--- src/rtl/mdio_pkg.sv ---
package mdio_pkg;

  localparam logic [11:0] OFS_CMD  = 12'h3C0;
  localparam logic [11:0] OFS_DATA = 12'h3C4;
  localparam logic [11:0] OFS_STAT = 12'h3D0;

  localparam int BIT_BUSY = 20;
  localparam int BIT_RD   = 17;
  localparam int BIT_WR   = 16;
  localparam int PHY_LSB  = 8;

  localparam int FRAME_LEN  = 64;
  localparam int TA_FIRST   = 46;
  localparam int DATA_FIRST = 48;

  typedef struct packed {
    logic       rd;
    logic [4:0] phy;
    logic [4:0] regn;
  } mdio_cmd_t;

  function automatic logic [FRAME_LEN-1:0] build_frame(input mdio_cmd_t c,
                                                      input logic [15:0] wv);
    logic [FRAME_LEN-1:0] f;
    f = {32'hFFFF_FFFF, 2'b01, (c.rd ? 2'b10 : 2'b01), c.phy, c.regn,
         (c.rd ? 2'b11 : 2'b10), (c.rd ? 16'hFFFF : wv)};
    return f;
  endfunction

endpackage

--- src/rtl/mdc_clkgen.sv ---
module mdc_clkgen #(
  parameter int HALF_DIV = 4
) (
  input  logic clk,
  input  logic rst,
  input  logic en,
  output logic mdc,
  output logic rise,
  output logic fall
);
  localparam int CW = $clog2(HALF_DIV + 1);
  localparam logic [CW-1:0] TERM = CW'(HALF_DIV - 1);

  logic [CW-1:0] cnt;
  logic          wrap;

  assign wrap = en && (cnt == TERM);
  assign rise = wrap && !mdc;
  assign fall = wrap && mdc;

  always_ff @(posedge clk) begin
    if (rst || !en) begin
      cnt <= '0;
      mdc <= 1'b0;
    end else if (cnt == TERM) begin
      cnt <= '0;
      mdc <= ~mdc;
    end else begin
      cnt <= cnt + 1'b1;
    end
  end

  // the management clock rests low whenever no frame is running
  a_r3_idle_low: assert property (@(posedge clk) disable iff (rst)
    !en |=> !mdc);

endmodule

--- src/rtl/mdio_frame_engine.sv ---
module mdio_frame_engine
  import mdio_pkg::*;
(
  input  logic        clk,
  input  logic        rst,
  input  logic        start,
  input  mdio_cmd_t   cmd_in,
  input  logic [15:0] wr_word,
  input  logic        rise,
  input  logic        fall,
  input  logic        mdio_i,
  output logic        run,
  output logic        mdio_o,
  output logic        mdio_oe,
  output logic        done,
  output logic        done_rd,
  output logic        ta_low,
  output logic [15:0] rd_word
);
  localparam int IW = $clog2(FRAME_LEN);
  localparam logic [IW-1:0] LAST_IDX  = IW'(FRAME_LEN - 1);
  localparam logic [IW-1:0] TA2_IDX   = IW'(TA_FIRST + 1);
  localparam logic [IW-1:0] DATA_IDX  = IW'(DATA_FIRST);
  localparam logic [IW-1:0] DRIVE_END = IW'(TA_FIRST - 1);

  logic [FRAME_LEN-1:0] new_frame;
  logic [FRAME_LEN-2:0] shreg;
  logic [IW-1:0]        idx;
  logic                 is_rd;

  assign new_frame = build_frame(cmd_in, wr_word);

  always_ff @(posedge clk) begin
    if (rst) begin
      run     <= 1'b0;
      mdio_o  <= 1'b1;
      mdio_oe <= 1'b0;
      done    <= 1'b0;
      done_rd <= 1'b0;
      ta_low  <= 1'b0;
      rd_word <= '0;
      shreg   <= '0;
      idx     <= '0;
      is_rd   <= 1'b0;
    end else begin
      done    <= 1'b0;
      done_rd <= 1'b0;
      if (!run) begin
        if (start) begin
          run     <= 1'b1;
          idx     <= '0;
          is_rd   <= cmd_in.rd;
          ta_low  <= 1'b0;
          mdio_o  <= new_frame[FRAME_LEN-1];
          shreg   <= new_frame[FRAME_LEN-2:0];
          mdio_oe <= 1'b1;
        end
      end else begin
        if (rise && is_rd) begin
          if (idx == TA2_IDX) ta_low <= !mdio_i;
          if (idx >= DATA_IDX) rd_word <= {rd_word[14:0], mdio_i};
        end
        if (fall) begin
          if (idx == LAST_IDX) begin
            run     <= 1'b0;
            mdio_oe <= 1'b0;
            mdio_o  <= 1'b1;
            done    <= 1'b1;
            done_rd <= is_rd;
          end else begin
            idx     <= idx + 1'b1;
            mdio_o  <= shreg[FRAME_LEN-2];
            shreg   <= {shreg[FRAME_LEN-3:0], 1'b1};
            mdio_oe <= !is_rd || (idx < DRIVE_END);
          end
        end
      end
    end
  end

  // a read never drives the line during turnaround or data
  a_r5_read_release: assert property (@(posedge clk) disable iff (rst)
    (run && is_rd && idx >= IW'(TA_FIRST)) |-> !mdio_oe);

  // a write drives the line for the whole frame
  a_r4_write_drive: assert property (@(posedge clk) disable iff (rst)
    (run && !is_rd) |-> mdio_oe);

  // the frame ends only on a falling management clock edge
  a_r3_end_on_fall: assert property (@(posedge clk) disable iff (rst)
    (run && !fall) |=> run);

endmodule

--- src/rtl/mdio_cmd_ctrl.sv ---
module mdio_cmd_ctrl
  import mdio_pkg::*;
#(
  parameter int MDC_HALF = 4,
  parameter int ADDR_W   = 12
) (
  input  logic              clk,
  input  logic              rst,
  input  logic              reg_we,
  input  logic [ADDR_W-1:0] reg_addr,
  input  logic [31:0]       reg_wdata,
  output logic [31:0]       reg_rdata,
  output logic              mdc,
  output logic              mdio_o,
  output logic              mdio_oe,
  input  logic              mdio_i
);
  localparam logic [ADDR_W-1:0] A_CMD  = ADDR_W'(OFS_CMD);
  localparam logic [ADDR_W-1:0] A_DATA = ADDR_W'(OFS_DATA);
  localparam logic [ADDR_W-1:0] A_STAT = ADDR_W'(OFS_STAT);

  logic        busy, eng_done, eng_done_rd, eng_ta_low;
  logic [15:0] eng_word;
  logic        mdc_rise, mdc_fall;
  logic        cmd_sel, accept;
  mdio_cmd_t   cmd_new, cmd_q;
  logic        cmd_valid_q;
  logic [31:0] data_q;
  logic        stat_bad;

  assign cmd_sel = reg_we && (reg_addr == A_CMD);
  assign accept  = cmd_sel && !busy && reg_wdata[BIT_BUSY] &&
                   (reg_wdata[BIT_RD] ^ reg_wdata[BIT_WR]);
  assign cmd_new = '{rd:   reg_wdata[BIT_RD],
                     phy:  reg_wdata[PHY_LSB+4:PHY_LSB],
                     regn: reg_wdata[4:0]};

  mdc_clkgen #(.HALF_DIV(MDC_HALF)) u_clkgen (
    .clk  (clk),
    .rst  (rst),
    .en   (busy),
    .mdc  (mdc),
    .rise (mdc_rise),
    .fall (mdc_fall)
  );

  mdio_frame_engine u_engine (
    .clk     (clk),
    .rst     (rst),
    .start   (accept),
    .cmd_in  (cmd_new),
    .wr_word (data_q[15:0]),
    .rise    (mdc_rise),
    .fall    (mdc_fall),
    .mdio_i  (mdio_i),
    .run     (busy),
    .mdio_o  (mdio_o),
    .mdio_oe (mdio_oe),
    .done    (eng_done),
    .done_rd (eng_done_rd),
    .ta_low  (eng_ta_low),
    .rd_word (eng_word)
  );

  always_ff @(posedge clk) begin
    if (rst) begin
      cmd_q       <= '0;
      cmd_valid_q <= 1'b0;
      data_q      <= '0;
      stat_bad    <= 1'b0;
    end else begin
      if (accept) begin
        cmd_q       <= cmd_new;
        cmd_valid_q <= 1'b1;
      end
      if (reg_we && reg_addr == A_DATA) data_q <= reg_wdata;
      if (eng_done_rd) begin
        if (eng_ta_low) begin
          data_q[31:16] <= eng_word;
          stat_bad      <= 1'b0;
        end else begin
          stat_bad      <= 1'b1;
        end
      end
    end
  end

  always_ff @(posedge clk) begin
    if (rst) begin
      reg_rdata <= '0;
    end else begin
      reg_rdata <= '0;
      if (reg_addr == A_CMD) begin
        reg_rdata[BIT_BUSY]            <= busy;
        reg_rdata[BIT_RD]              <= cmd_valid_q && cmd_q.rd;
        reg_rdata[BIT_WR]              <= cmd_valid_q && !cmd_q.rd;
        reg_rdata[PHY_LSB+4:PHY_LSB]   <= cmd_q.phy;
        reg_rdata[4:0]                 <= cmd_q.regn;
      end else if (reg_addr == A_DATA) begin
        reg_rdata <= data_q;
      end else if (reg_addr == A_STAT) begin
        reg_rdata[0] <= stat_bad;
      end
    end
  end

  // an accepted command makes the engine busy on the next cycle
  a_r2_busy_after_accept: assert property (@(posedge clk) disable iff (rst)
    accept |=> busy);

  // command fields cannot change while a transaction runs
  a_r8_ignore_busy: assert property (@(posedge clk) disable iff (rst)
    (busy && cmd_sel) |=> $stable(cmd_q));

  // a command without the go bit never starts a frame
  a_r9_no_go: assert property (@(posedge clk) disable iff (rst)
    (!busy && cmd_sel && !reg_wdata[BIT_BUSY]) |=> !busy);

  // status only moves when a read completes
  a_r7_stat_hold: assert property (@(posedge clk) disable iff (rst)
    !eng_done_rd |=> $stable(stat_bad));

endmodule

--- config.mk ---
export PLATFORM = sky130hd
export DESIGN_NAME = mdio_cmd_ctrl
export DESIGN_NICKNAME = d
export VERILOG_FILES = /design/src/rtl/mdio_pkg.sv /design/src/rtl/mdc_clkgen.sv /design/src/rtl/mdio_frame_engine.sv /design/src/rtl/mdio_cmd_ctrl.sv
export SDC_FILE = /design/constraint.sdc
export NUM_CORES = 1
export LEC_CHECK = 0
export CORE_MARGIN = 2
export CORE_UTILIZATION = 50
export DETAILED_ROUTE_END_ITERATION = 6
export GPL_TIMING_DRIVEN = 0
export PLACE_DENSITY = 0.81
export SYNTH_ARGS = -nofsm -noshare
export SYNTH_HDL_FRONTEND = slang
export SYNTH_SLANG_ARGS = --single-unit
--- constraint.sdc ---
create_clock -name clk -period 2.05 [get_ports clk]
set_input_delay 0.3075 -clock clk [delete_from_list [all_inputs] [get_ports clk]]
set_output_delay 0.3075 -clock clk [all_outputs]
set_load 0.02 [all_outputs]
# ---- After elaboration in Yosys (flattened, before gate mapping)
# Index checks and enable logic that the tools add are counted.
dict set report totals {
  reg_bits 172
  elab_cells 104
}
dict set report op_classes {
  n_addsub 2
  n_lt_le_gt_ge 2
  eq_ne 10
  n_mux 37
  n_bitwise 6
  reduce_logical 27
}
# operator count
set op_table {}
lappend op_table {{2-to-1 mux 63 bit} 4}
lappend op_table {{2-to-1 mux 16 bit} 3}
lappend op_table {{== test 12 x 10 -> 1 bit (second input constant)} 3}
lappend op_table {{2-to-1 mux 32 bit} 1}
lappend op_table {{2-to-1 mux 6 bit} 4}
lappend op_table {{2-to-1 mux 1 bit} 20}
lappend op_table {{2-to-1 mux 20 bit} 1}
lappend op_table {{== test 6 bit (second input constant)} 2}
lappend op_table {{logical AND 1 bit} 11}
lappend op_table {{2-to-1 mux 5 bit} 2}
lappend op_table {{AND reduction 3 bit} 3}
lappend op_table {{inequality test 2 bit (second input constant)} 4}
lappend op_table {{adder 6 x 1 -> 6 bit (second input constant)} 1}
lappend op_table {{>= comparator 6 bit (second input constant)} 1}
lappend op_table {{< comparator 6 bit (second input constant)} 1}
lappend op_table {{zero test 1 bit} 5}
lappend op_table {{inverter 1 bit} 5}
lappend op_table {{2-to-1 mux 2 bit} 2}
lappend op_table {{AND reduction 2 bit} 2}
lappend op_table {{OR reduction 4 bit} 1}
lappend op_table {{adder 3 x 1 -> 3 bit (second input constant)} 1}
lappend op_table {{== test 3 x 2 -> 1 bit (second input constant)} 1}
lappend op_table {{OR reduction 3 bit} 1}
lappend op_table {{logical OR 1 bit} 2}
lappend op_table {{3 further kinds} 3}

# ---- Logic depth before layout (Yosys ltp)
dict set report depth {
  depth_word 7
  mapped_depth 9
}

# ---- Cells and area by module
# From an unflattened synthesis, not the netlist that was laid out.
dict set report unflattened {
  hier_cells 732
  hier_area_um2 6687.7
}
# mod n_inst cells_per_inst area_each_um2
set by_module_without_submodules {}
lappend by_module_without_submodules {mdio_frame_engine 1 437 3686.0}
lappend by_module_without_submodules {mdio_cmd_ctrl 1 279 2841.5}
lappend by_module_without_submodules {mdc_clkgen 1 16 160.2}

# ---- Worst setup path after synthesis
# Ideal clock, no wire load.
dict set report synth_timing {
  path_kind {input to register}
  start {in reg_addr[1]}
  end {reg u_engine.shreg[31]}
  setup_ns 0.130
  t_arrival_ns 2.042
  slack_ns -0.122
  stages 7
  path_cell_list {or4_4 > or4_1 > buf_2 > buf_2 > clkbuf_1 > o2111ai_1 > o41ai_2}
}
dict set report synth_via {
  elab_chain_len 7
}
# element line
set synth_lines {}
lappend synth_lines {{start: declaration} mdio_cmd_ctrl.sv:10} ;# input logic [ADDR_W-1:0] reg_addr,
lappend synth_lines {{== test 12 x 10 -> 1 bit} mdio_cmd_ctrl.sv:31} ;# assign cmd_sel = reg_we && (reg_addr == A_CMD);
lappend synth_lines {{logical AND 1 bit} mdio_cmd_ctrl.sv:31}
lappend synth_lines {{logical AND 1 bit (3 in series)} mdio_cmd_ctrl.sv:32} ;# assign accept = cmd_sel && !busy && reg_wdata[BIT_BUSY] &&
lappend synth_lines {{nonzero test 2 bit (no source line)} n/a}
lappend synth_lines {{AND reduction 3 bit (no source line)} n/a}
lappend synth_lines {{end signal: assignment} mdio_frame_engine.sv:55} ;# shreg <= new_frame[FRAME_LEN-2:0];
lappend synth_lines {{end signal: assignment} mdio_frame_engine.sv:73} ;# shreg <= {shreg[FRAME_LEN-3:0], 1'b1};
lappend synth_lines {{end: declaration} mdio_frame_engine.sv:27} ;# logic [FRAME_LEN-2:0] shreg;
# No other way between the ends.
# A chain may end at the register's enable or synchronous reset.

# ---- Worst setup path after layout
dict set report layout_timing {
  start {reg u_engine.idx[0]}
  end {reg u_engine.shreg[55]}
}
dict set report layout_via {
  elab_chain_len 3
}
# element line
set layout_lines {}
lappend layout_lines {{start: declaration} mdio_frame_engine.sv:28} ;# logic [IW-1:0] idx;
lappend layout_lines {{start signal: assignment} mdio_frame_engine.sv:71} ;# idx <= idx + 1'b1;
lappend layout_lines {{== test 6 bit} mdio_frame_engine.sv:64} ;# if (idx == LAST_IDX) begin
lappend layout_lines {{inequality test 2 bit (no source line)} n/a}
lappend layout_lines {{AND reduction 3 bit (no source line)} n/a}
# No other way between the ends.

==> key figures <==
Cells and area
  • Nets@finish: 952
  • # fillers: 1,116
  • Area growth from synthesis to layout: 26.7%
  • Number of antenna diodes: 0
  • Layout Cells excl Fill: 1,093
  • Layout cells sized above 1: 0.112
  • Post-route cell area: 0.00913 mm2
  • Final Core Density: 0.653

Logic synthesis
  • Post-synth top cells: 172 x dfxtp_1, 64 x clkbuf_1, 63 x o21ai_0, 57 x mux2i_1, 51 x nand3_1
  • Sequential element share of the synthesized area: 0.478
  • Main combinational cell family by area after synthesis: compound AO/OA/AOI/OAI gates
  • Post-synth top flop: dfxtp_1
  • Cell Area, Synth: 0.00721 mm2
  • Syn Nets: 842
  • Most frequent cell after synthesis: dfxtp_1
  • Xor/xnor share of the synthesized area: 0.00243
  • Distinct cells, synth: 51
  • Ys async rst share: 0
  • Yosys top cell area share: 0.478
  • Largest area contributor in the netlist: dfxtp_1
  • #FFs+latches synth: 172
  • Syn Area/Cell: 9.12 um2
  • EDFF count, synth: 0
  • Area contributors post-synth: dfxtp_1 48%, mux2i_1 7.9%, o211ai_1 5.1%
  • Synth Area in Adders: 0.00694
  • Post-synthesis simple-gate area fraction: 0.137
  • Ys Warns: 0
  • Gate Count Post-Synth: 790
  • Post-synthesis compound-gate area fraction: 0.210
  • Multiplexer share of the synthesized area: 0.0948

Timing
  • Max Slew Vio Count: 0
  • Final hold slack: 321 ps
  • FMAX: 501 MHz
  • Slew headroom: 0.506
  • Least-Margin Pin Slew: 741 ps
  • Setup violators final: 0
  • RSZ-0062 raised after global routing: yes
  • Clock skew: 6.85 ps
  • Hold Fails Final Rpt: 0
  • Min cycle time layout: 2000 ps
  • Final period utilization: 0.973

Die
  • Die area: 0.0154 mm2
  • Core Box Area: 0.0140 mm2
  • Starting Density: 0.515
  • DIE WIDTH: 124 um
  • Num rows: 43
  • Die height: 124 um
  • IO Count: 83

Placed design
  • GPL Wtd Cong: 0.873
  • Port bufs: 81
  • Cell count after placement: 1,051
  • Dpl hpwl: 13,400 um
  • Placed instance area: 0.00828 mm2

Drt
  • Detailed-route DRC error count: 0
  • Drt wl/cell: 17.8 um
  • Routed Antenna Nets: 0
  • Vias per cell: 5.97
  • DR pass1 iterations: 5
  • Via count: 6,520
  • DR iter-0 viols: 718
  • Drt total wl: 19,500 um

Clock network
  • CTS tree: yes
  • Number of clock sinks: 172
  • CTS Hold Bufs: 0
  • Clock buffer depth: 2
  • CTS H-tree depth: 4
  • Root buf cell: clkbuf_16
  • Clock-pin slew on the worst setup and hold paths: 70 ps
  • TritonCTS buffer count: 17
  • Clock latency on the worst-skew pair: 430 ps

Pwr
  • Internal: 0.00543 W
  • Maximum VDD drop: 0.655 mV
  • LEAKAGE: 3.38 nW
  • Sequential share of power: 0.480
  • Clock share of power: 0.475
  • Switch Pwr: 0.00153 W
  • Combinational Power Share: 0.046
  • Switching Fraction: 0.220
  • Pwr/cell area: 763 mW/mm2

Worst setup path
  • Worst Path Buf+Inv: 1
  • Crit end category: flip-flop
  • Critical Path Slowest Stage Cell: dfxtp_1
  • Critical Path RT: 2360 ps
  • Worst Path Arrival: 2310 ps
  • WS Path Type: flip-flop to flip-flop
  • CP Max Fanout: 10
  • Worst path max stage delay: 420 ps
  • CP Launch Type: flip-flop
  • Worst-path cell chain: ha_1 -> nand3_2 -> o21ai_4 -> clkbuf_1 -> o211ai_1 -> o311a_1
  • Cell family with most CP delay: compound AO/OA/AOI/OAI gates

Global route
  • Vias in the first global route: 6,082
  • GRT Overall Usage: 0.259
  • Total grt overflow: 0
  • Number of antenna violations at the first check in global routing: 0
  • Largest net degree at the start of global routing: 17
  • First-pass GRT wire length: 30,700 um

Flow run
  • Max Cap Viol: 0

Min path
  • Hold WC Path Type: input port to flip-flop

Status
  • Status: complete, no violations
-- worst paths after layout --
check / endpoint / startpoint / slack (ps) / depth (start not counted)
setup / recovery: u_engine.shreg[55]$_SDFFE_PP0P_ / u_engine.idx[0]$_SDFFE_PP0P_ / 50 / 6
hold / removal: reg_rdata[0]$_SDFF_PP0_ / reg_addr[0] / 320 / 4
setup reg to reg: u_engine.shreg[55]$_SDFFE_PP0P_ / u_engine.idx[0]$_SDFFE_PP0P_ / 50 / 6
hold reg to reg: u_clkgen.cnt[0]$_SDFF_PP0_ / u_clkgen.cnt[0]$_SDFF_PP0_ / 430 / 1
-- sequential cells by signal, indices dropped and copies added, names as in the netlist, 3 cells and up --
| register | count |
|---|---|
| cmd_q | 11 |
| u_clkgen.cnt | 3 |
| u_engine.rd_word | 16 |
| u_engine.idx | 6 |
| data_q | 32 |
| u_engine.shreg | 63 |
| reg_rdata | 32 |
-- final cells by class --
class                      instances  area [um2]  share of cell area
buffer                            73         404              0.0443
timing repair buffer              95         925               0.101
tap                              180         225              0.0247
clock buffer                      19         443              0.0485
multi-input combinational        497        3360               0.368
clock inverter                    13         165              0.0181
sequential                       172        3440               0.377
inverter                          44         165              0.0181
-- logic make-up (layout without fill, tap and decap cells) --
kind of cell	count (synthesis)	count (layout)
AOI/OAI and AO/OA	225	225
adders and majority gates	4	4
muxes	67	67
xor gates and xnor gates	2	2
DFF	172	172
buffers and inverters	121	244
and+or+nand+nor	199	199
-- power groups by stage --
stage | combinational (W) | clock, W | sequential (W)
finish | 0.000319 | 0.00331 | 0.00334
global route | 0.000338 | 0.00347 | 0.00334
CTS | 0.000307 | 0.00333 | 0.00334
detailed placement | 0.000298 | 0 | 0.00342
global placement | 0.000297 | 0 | 0.00342
floorplan | 0.000137 | 0 | 0.00342
-- worst min-delay path, stage by stage --
cell and delay [ps]:
buf_2 80, or4_4 120, or4_4 140, nor2_1 50
-- repair_timing --
action,in CTS,in global routing
gates resized for setup,48,21
pin swaps,7,6
cloned,2,0
setup endpoints to repair,155,130
setup buffers,10,2
-- metal layers --
| metal | wire (um) | part of all wire | track usage |
|---|---|---|---|
| met1 | 8360 | 0.43 | 0.342 |
| met2 | 9100 | 0.47 | 0.405 |
| met3 | 1470 | 0.076 | 0.0614 |
| met4 | 548 | 0.028 | 0.107 |
| met5 | 0 | 0 | 0 |
-- metrics by stage --
stage / power, W / TNS (ps) / worst slack, ps
floorplan: 0.00355 / -3950 / -89.6
global placement: 0.00371 / -91810 / -850
detailed placement: 0.00371 / -95350 / -891
CTS: 0.00698 / 0 / 0.941
global route: 0.00715 / -11.2 / -6.11
finish: 0.00697 / 0 / 54.6
-- placed cells by master (no fill, tap or decap), drive strengths merged, types with 2 or more instances in the layout --
cell	netlist	final
mux2	10	10
clkdlybuf4s50	0	77
a211oi	3	3
ha	4	4
dfxtp	172	172
or4	4	4
clkinv	0	4
nor3b	2	2
clkbuf	64	78
o211a	4	4
o31ai	2	2
inv	44	46
clkinvlp	0	4
a311oi	3	3
nand3	51	51
and2	20	20
o211ai	49	49
bufinv	0	3
and3	3	3
a31oi	16	16
or3	16	16
a21oi	42	42
mux2i	57	57
nor3	5	5
o21ai	65	65
a211o	2	2
or2	4	4
nor2b	4	4
buf	13	31
nand2	44	44
o311a	32	32
nor2	39	39
nor4	2	2
(Power assumes the default switching activity.)
